### src/rtl/usb_ctrl_pkg.sv
package usb_ctrl_pkg;
  localparam int unsigned BYTE_W  = 8;
  localparam int unsigned FIELD_W = 16;
  localparam int unsigned SETUP_W = 2 * BYTE_W + 3 * FIELD_W;
  localparam int unsigned STAGE_W = 3;
  localparam int unsigned HS_W    = 3;
  localparam int unsigned RSP_W   = 2;

  typedef enum logic [STAGE_W-1:0] {
    ST_IDLE = 3'd0, ST_SETUP = 3'd1, ST_DATA_IN = 3'd2,
    ST_DATA_OUT = 3'd3, ST_STAT_IN = 3'd4, ST_STAT_OUT = 3'd5
  } stage_e;

  typedef enum logic [HS_W-1:0] {
    HS_ACK = 3'd0, HS_NAK = 3'd1, HS_STALL = 3'd2,
    HS_NYET = 3'd3, HS_DATA = 3'd4, HS_ZLP = 3'd5
  } hs_e;

  typedef enum logic [1:0] {
    XF_NONE = 2'd0, XF_READ = 2'd1, XF_WRITE = 2'd2, XF_NODATA = 2'd3
  } xfer_e;

  localparam logic [RSP_W-1:0] RSP_NAK   = 2'd0;
  localparam logic [RSP_W-1:0] RSP_BUF   = 2'd1;
  localparam logic [RSP_W-1:0] RSP_STALL = 2'd2;

  // Packed so that the low byte of the payload lands in rtype.
  typedef struct packed {
    logic [FIELD_W-1:0] len;
    logic [FIELD_W-1:0] idx;
    logic [FIELD_W-1:0] val;
    logic [BYTE_W-1:0]  req;
    logic [BYTE_W-1:0]  rtype;
  } setup_t;

  function automatic xfer_e classify(setup_t s);
    if (s.len == '0)          return XF_NODATA;
    else if (s.rtype[BYTE_W-1]) return XF_READ;
    else                      return XF_WRITE;
  endfunction

  // Returns {misfit, next stage} for a token in the given stage.
  function automatic logic [STAGE_W:0] route(stage_e st, xfer_e t, logic is_in);
    logic   bad;
    stage_e nx;
    bad = 1'b0;
    nx  = st;
    case (st)
      ST_SETUP: begin
        if (is_in) begin
          if (t == XF_READ)        nx = ST_DATA_IN;
          else if (t == XF_NODATA) nx = ST_STAT_IN;
          else                     bad = 1'b1;
        end else begin
          if (t == XF_WRITE) nx = ST_DATA_OUT;
          else               bad = 1'b1;
        end
      end
      ST_DATA_IN:  nx  = is_in ? ST_DATA_IN : ST_STAT_OUT;
      ST_DATA_OUT: nx  = is_in ? ST_STAT_IN : ST_DATA_OUT;
      ST_STAT_IN:  bad = !is_in;
      ST_STAT_OUT: bad = is_in;
      default:     bad = 1'b1;
    endcase
    return {bad, nx};
  endfunction
endpackage

### src/rtl/usb_req_latch.sv
module usb_req_latch
  import usb_ctrl_pkg::*;
(
  input  logic               clk,
  input  logic               rst_n,
  input  logic               cap,
  input  logic [SETUP_W-1:0] payload,
  output setup_t             fields,
  output xfer_e              xfer
);
  setup_t incoming;
  assign incoming = setup_t'(payload);

  always_ff @(posedge clk) begin
    if (!rst_n) begin
      fields <= '0;
      xfer   <= XF_NONE;
    end else if (cap) begin
      fields <= incoming;
      xfer   <= classify(incoming);
    end
  end
endmodule

### src/rtl/usb_rsp_regs.sv
module usb_rsp_regs
  import usb_ctrl_pkg::*;
(
  input  logic             clk,
  input  logic             rst_n,
  input  logic             setup_hit,
  input  logic             seq_err,
  input  logic             wr,
  input  logic [RSP_W-1:0] wdata,
  input  logic             valid_clr,
  input  logic             done_set,
  output logic             req_valid,
  output logic [RSP_W-1:0] rsp_sel,
  output logic             done_flag
);
  logic wr_ok;

  // A write is taken only for a legal code, never out of STALL,
  // and never BUF while the request is still unacknowledged.
  always_comb begin
    wr_ok = wr && (rsp_sel != RSP_STALL) && (wdata != 2'd3);
    if (wdata == RSP_BUF && req_valid) wr_ok = 1'b0;
  end

  always_ff @(posedge clk) begin
    if (!rst_n) begin
      req_valid <= 1'b0;
      rsp_sel   <= RSP_NAK;
      done_flag <= 1'b0;
    end else if (setup_hit) begin
      req_valid <= 1'b1;
      rsp_sel   <= RSP_NAK;
      done_flag <= 1'b0;
    end else begin
      if (seq_err)     rsp_sel <= RSP_STALL;
      else if (wr_ok)  rsp_sel <= wdata;
      if (valid_clr)   req_valid <= 1'b0;
      if (done_set && !req_valid) done_flag <= 1'b1;
    end
  end
endmodule

### src/rtl/usb_stage_seq.sv
module usb_stage_seq
  import usb_ctrl_pkg::*;
(
  input  logic             clk,
  input  logic             rst_n,
  input  logic             setup_hit,
  input  logic             in_tok,
  input  logic             out_tok,
  input  logic             hs_mode,
  input  logic             tx_full,
  input  logic             rx_space,
  input  logic             rx_room_next,
  input  xfer_e            xfer,
  input  logic [RSP_W-1:0] rsp_sel,
  input  logic             done_flag,
  output stage_e           stage_q,
  output logic             hs_vld_q,
  output hs_e              hs_q,
  output logic             stage_irq_q,
  output logic             seqerr_irq_q,
  output logic             seq_err_now
);
  stage_e           st_n, tgt;
  hs_e              hs_n;
  logic             vld_n, irq_n;
  logic [STAGE_W:0] rt;

  always_comb begin
    st_n        = stage_q;
    hs_n        = hs_q;
    vld_n       = 1'b0;
    irq_n       = 1'b0;
    seq_err_now = 1'b0;
    rt          = route(stage_q, xfer, in_tok);
    tgt         = stage_e'(rt[STAGE_W-1:0]);
    if (setup_hit) begin
      st_n  = ST_SETUP;
      hs_n  = HS_ACK;
      vld_n = 1'b1;
    end else if (in_tok || out_tok) begin
      vld_n = 1'b1;
      if (rt[STAGE_W]) begin
        hs_n        = HS_STALL;
        seq_err_now = 1'b1;
      end else begin
        st_n  = tgt;
        irq_n = (tgt != stage_q);
        if (rsp_sel == RSP_STALL) begin
          hs_n = HS_STALL;
        end else begin
          case (tgt)
            ST_DATA_IN:
              hs_n = (rsp_sel == RSP_BUF && tx_full) ? HS_DATA : HS_NAK;
            ST_DATA_OUT: begin
              if (rsp_sel == RSP_BUF && rx_space)
                hs_n = (hs_mode && !rx_room_next) ? HS_NYET : HS_ACK;
              else
                hs_n = HS_NAK;
            end
            ST_STAT_IN, ST_STAT_OUT: begin
              if (done_flag) begin
                hs_n  = (tgt == ST_STAT_IN) ? HS_ZLP : HS_ACK;
                st_n  = ST_IDLE;
                irq_n = 1'b1;
              end else begin
                hs_n = HS_NAK;
              end
            end
            default: hs_n = HS_NAK;
          endcase
        end
      end
    end
  end

  always_ff @(posedge clk) begin
    if (!rst_n) begin
      stage_q      <= ST_IDLE;
      hs_q         <= HS_ACK;
      hs_vld_q     <= 1'b0;
      stage_irq_q  <= 1'b0;
      seqerr_irq_q <= 1'b0;
    end else begin
      stage_q      <= st_n;
      hs_q         <= hs_n;
      hs_vld_q     <= vld_n;
      stage_irq_q  <= irq_n;
      seqerr_irq_q <= seq_err_now;
    end
  end
endmodule

### src/rtl/usb_ctrl_stage.sv
module usb_ctrl_stage
  import usb_ctrl_pkg::*;
(
  input  logic                clk,
  input  logic                rst_n,
  input  logic                setup_vld,
  input  logic [SETUP_W-1:0]  setup_data,
  input  logic                in_tok,
  input  logic                out_tok,
  input  logic                hs_mode,
  input  logic                tx_full,
  input  logic                rx_space,
  input  logic                rx_room_next,
  input  logic                sw_rsp_wr,
  input  logic [RSP_W-1:0]    sw_rsp,
  input  logic                sw_valid_clr,
  input  logic                sw_done_set,
  output logic                hs_vld,
  output logic [HS_W-1:0]     hs_code,
  output logic                req_valid,
  output logic [RSP_W-1:0]    rsp_sel,
  output logic                done_flag,
  output logic [STAGE_W-1:0]  stage,
  output logic [1:0]          xfer_type,
  output logic [BYTE_W-1:0]   req_type,
  output logic [BYTE_W-1:0]   req_code,
  output logic [FIELD_W-1:0]  req_value,
  output logic [FIELD_W-1:0]  req_index,
  output logic [FIELD_W-1:0]  req_length,
  output logic                stage_irq,
  output logic                seqerr_irq
);
  setup_t fields;
  xfer_e  xfer;
  stage_e stage_q;
  hs_e    hs_q;
  logic   seq_err_now;

  usb_req_latch u_latch (
    .clk(clk), .rst_n(rst_n), .cap(setup_vld), .payload(setup_data),
    .fields(fields), .xfer(xfer)
  );

  usb_rsp_regs u_regs (
    .clk(clk), .rst_n(rst_n), .setup_hit(setup_vld), .seq_err(seq_err_now),
    .wr(sw_rsp_wr), .wdata(sw_rsp), .valid_clr(sw_valid_clr),
    .done_set(sw_done_set), .req_valid(req_valid), .rsp_sel(rsp_sel),
    .done_flag(done_flag)
  );

  usb_stage_seq u_seq (
    .clk(clk), .rst_n(rst_n), .setup_hit(setup_vld), .in_tok(in_tok),
    .out_tok(out_tok), .hs_mode(hs_mode), .tx_full(tx_full),
    .rx_space(rx_space), .rx_room_next(rx_room_next), .xfer(xfer),
    .rsp_sel(rsp_sel), .done_flag(done_flag), .stage_q(stage_q),
    .hs_vld_q(hs_vld), .hs_q(hs_q), .stage_irq_q(stage_irq),
    .seqerr_irq_q(seqerr_irq), .seq_err_now(seq_err_now)
  );

  assign hs_code    = hs_q;
  assign stage      = stage_q;
  assign xfer_type  = xfer;
  assign req_type   = fields.rtype;
  assign req_code   = fields.req;
  assign req_value  = fields.val;
  assign req_index  = fields.idx;
  assign req_length = fields.len;
endmodule

### config.mk
export PLATFORM = sky130hd
export DESIGN_NAME = usb_ctrl_stage
export DESIGN_NICKNAME = d
export VERILOG_FILES = /design/src/rtl/usb_ctrl_pkg.sv /design/src/rtl/usb_req_latch.sv /design/src/rtl/usb_rsp_regs.sv /design/src/rtl/usb_stage_seq.sv /design/src/rtl/usb_ctrl_stage.sv
export SDC_FILE = /design/constraint.sdc
export NUM_CORES = 1
export LEC_CHECK = 0
export BUFFER_PORTS_ARGS = -buffer_cell sky130_fd_sc_hd__clkbuf_2
export CELL_PAD_IN_SITES_DETAIL_PLACEMENT = 1
export CELL_PAD_IN_SITES_GLOBAL_PLACEMENT = 2
export CORE_ASPECT_RATIO = 1.25
export CORE_MARGIN = 3
export CORE_UTILIZATION = 25
export CTS_CLUSTER_DIAMETER = 30
export CTS_CLUSTER_SIZE = 8
export DETAILED_ROUTE_END_ITERATION = 6
export PLACE_DENSITY_LB_ADDON = 0.1
export SYNTH_ARGS = -nofsm -noshare
export SYNTH_HDL_FRONTEND = slang
export SYNTH_HIERARCHICAL = 1
export SYNTH_SLANG_ARGS = --single-unit
### constraint.sdc
create_clock -name clk -period 1.62 [get_ports clk]
set_input_delay 0.162 -clock clk [delete_from_list [all_inputs] [get_ports clk]]
set_output_delay 0.162 -clock clk [all_outputs]
set_load 0.02 [all_outputs]
==> results.json <==
{
  "synth_top_cell_area_share_pct": 45.2,
  "netSwitchingPower_mw": 1.30,
  "r2r_end": "u_seq/stage_q[0]$_SDFFE_PN0P_",
  "viasPerCell": 4.47,
  "drc": 0,
  "cp.arrival_ns": 1.81,
  "synth_nets": 407,
  "htreeDepth": 3,
  "seqPwrFrac_pct": 41.8,
  "leakagePower_nw": 2.32,
  "pin_count": 157,
  "cts_buffer_depth": 2,
  "max_slew.worst_pin.slew_ns": 0.399,
  "die_h_um": 138,
  "setup_tns_ns": 0,
  "cts-root-buf": "clkbuf_16",
  "insertion_delay_ns": 0.33,
  "yosysSeqAreaShare_pct": 45.2,
  "maxCapViolations": 0,
  "slew_violations": 0,
  "synthArstFlopShare_pct": 0,
  "drt-total-wl_um": 10400,
  "drtAntennaViolNets": 0,
  "grt_use_total_pct": 13.7,
  "via_count": 2997,
  "synth_seq_cells": 79,
  "cts_sinks": 79,
  "intPower_mw": 3.79,
  "placedInstanceArea_um2": 4490,
  "start_kind": "flip-flop",
  "synth_cell_type_count": 54,
  "clkPwrFrac_pct": 43.3,
  "clk_pin_slew_ns": 0.06,
  "drive_gt1_share_pct": 42.3,
  "gp_congestion": 0.732,
  "reg2reg_from": "u_seq/stage_q[0]$_SDFFE_PN0P_",
  "port_buffers": 156,
  "endpoint": "u_seq/stage_q[0]$_SDFFE_PN0P_",
  "yosys-top-cells-count": "79 x dfxtp_1, 69 x nor2b_1, 64 x mux2i_1",
  "min_period_over_period_pct": 97.7,
  "drt_iter0_markers": 78,
  "fillCellCount": 1608,
  "antenna_found_initial": 0,
  "dr.pass1.iters": 4,
  "area_delta_synth_final_pct": 38.8,
  "grt_pass1_vias": 3276,
  "hold_buffers": 0,
  "reg2reg_depth": 5,
  "dp_cells": 650,
  "grt_max_degree": 41,
  "syn-instance-count": 329,
  "synth_top_cell_by_area": "dfxtp_1",
  "wire_per_inst_um": 15.6,
  "fin_nets": 572,
  "power.density_nw_per_um2": 1050,
  "avgSynthCellArea_um2": 10.6,
  "hold_viol_final": 0,
  "max_slew_margin_pct": 73.2,
  "yosysMostFrequentCell": "dfxtp_1",
  "final_area_um2": 4860,
  "yosysWarnings": 6,
  "crit_fanout": 9,
  "antenna-diode-count": 0,
  "p_sw_share_pct": 25.6,
  "setup_viol": 0,
  "crit_type": "reg -> reg",
  "ys.flop_type": "dfxtp_1",
  "fp.coreArea_um2": 13500,
  "cts_tree": "yes",
  "combPwrFrac_pct": 15.0,
  "rows": 47,
  "hpwl_um": 7870,
  "synth_area_leaders": "dfxtp_1 45%, mux2i_1 18%, nor2b_1 12%",
  "gr-total-overflow": 0,
  "die_w_um": 112,
  "cp-end-kind": "flip-flop",
  "timing.final.crit_period_ns": 1.58,
  "netlist_area_um2": 3500,
  "ir_worst_vdd_mv": 0.544,
  "reg2reg_slack_ns": 0.04,
  "grt_setup_unrepaired": "yes",
  "start_util_pct": 26.0,
  "synth_edf_count": 0,
  "max_freq_mhz": 632,
  "numCtsBuffers": 9,
  "hold_path_class": "in -> reg",
  "status": "finished clean",
  "power_mw": 5.09,
  "grt_pass1_wl_um": 16900,
  "stdcell_count": 670,
  "final.setup_skew_ns": 0.00281,
  "startpoint": "u_seq/stage_q[0]$_SDFFE_PN0P_",
  "die-area_um2": 15500,
  "pre_cts_ws_ns": -0.0168,
  "setup_slack_ns": 0.0365,
  "worstPathRequired_ns": 1.84
}
routing by layer:
layer | vias to the layer above | part of all wire (%) | GRT usage, %
li1 | 1483 | - | -
met3 | 14 | 7.1 | 5.29
met5 | - | 0 | 0
met4 | 0 | 1.4 | 4.61
met2 | 85 | 54 | 25.1
met1 | 1415 | 38 | 14.2
stage by stage:
step / utilization [%] / hold WS, ns
after floorplan: - / 0.270
after global placement: 33.3 / 0.397
after detailed placement: 33.3 / 0.400
after CTS: 35.8 / 0.0197
after global routing: 36.1 / 0.0493
final: 36.1 / 0.0462
state kept, by name, indices dropped and copies added, names as in the netlist:
register / cells
u_seq/stage_irq_q: 1
u_regs/req_valid: 1
u_regs/rsp_sel: 2
u_seq/stage_q: 3
u_seq/hs_q: 3
u_regs/done_flag: 1
u_seq/hs_vld_q: 1
u_seq/seqerr_irq_q: 1
u_latch/xfer: 2
u_latch/fields: 64
worst min-delay path by stage:
stage | end | from | depth (start not counted)
global route | u_latch/xfer[1]$_SDFFE_PN0P_ | setup_data[7] | 2
detailed placement | u_latch/xfer[1]$_SDFFE_PN0P_ | setup_data[7] | 2
CTS | u_latch/xfer[1]$_SDFFE_PN0P_ | setup_data[7] | 2
floorplan | u_latch/xfer[1]$_SDFFE_PN0P_ | setup_data[7] | 1
finish | u_latch/xfer[1]$_SDFFE_PN0P_ | setup_data[7] | 2
global placement | u_latch/xfer[1]$_SDFFE_PN0P_ | setup_data[7] | 2
cells in the final DEF, fill, tap and decap left out, types with 3 or more instances in the layout:
cell and n:
clkbuf_2 155, inv_1 8, clkbuf_16 9, nor2_1 7, nand2b_1 3, nand2_1 5, mux2i_1 64, buf_4 18
nor2b_1 69, nor4_1 4, and2_1 3, o21ai_0 4, dfxtp_1 75, a31oi_1 5, nand3_1 4, a21oi_1 7
worst max-delay path, stage by stage, from the launching register on:
cell	delay [ns]
dfxtp_4	0.39
xor2_4	0.21
o21ai_2	0.19
o211ai_4	0.12
o311a_1	0.33
o31a_1	0.24
cell type report:
| type | instances | area (um^2) | share of cell area, % |
|---|---|---|---|
| clock buffer | 11 | 243 | 4.99 |
| clock inverter | 5 | 80.1 | 1.65 |
| inverter | 9 | 33.8 | 0.695 |
| multi-input combinational | 220 | 1750 | 36.0 |
| sequential | 79 | 1590 | 32.7 |
| tap | 171 | 214 | 4.40 |
| timing repair buffer | 175 | 951 | 19.6 |
timing repair:
item                                   in CTS  in global routing
endpoints found under the hold margin       0                  0
pin swaps                                   0                  1
setup endpoints to repair                   2                  6
setup buffers                               0                  4
resized for setup                           2                  4
power groups by stage:
stage          Clock (mW)  Combinational (mW)  Sequential (mW)
5_1_grt              2.39               0.838             2.14
6_report             2.20               0.761             2.13
3_5_place_dp            0               0.764             2.17
4_1_cts              2.31               0.769             2.13
2_1_floorplan           0               0.340             2.29
3_3_place_gp            0               0.758             2.17
cells by family (layout without fill, tap and decap cells):
| kind of cell | after synthesis | count (layout) | share of synthesized area (%) |
|---|---|---|---|
| multiplexers | 65 | 65 | 18.6 |
| AND/OR/NAND/NOR | 111 | 111 | 19.9 |
| XOR/XNOR | 1 | 1 | 0.465 |
| buffers and inverters | 30 | 200 | 5.43 |
| AO/OA/AOI/OAI | 43 | 43 | 10.4 |
| flip-flops | 79 | 79 | 45.2 |
Note: power is estimated with default switching activity, not from simulation.
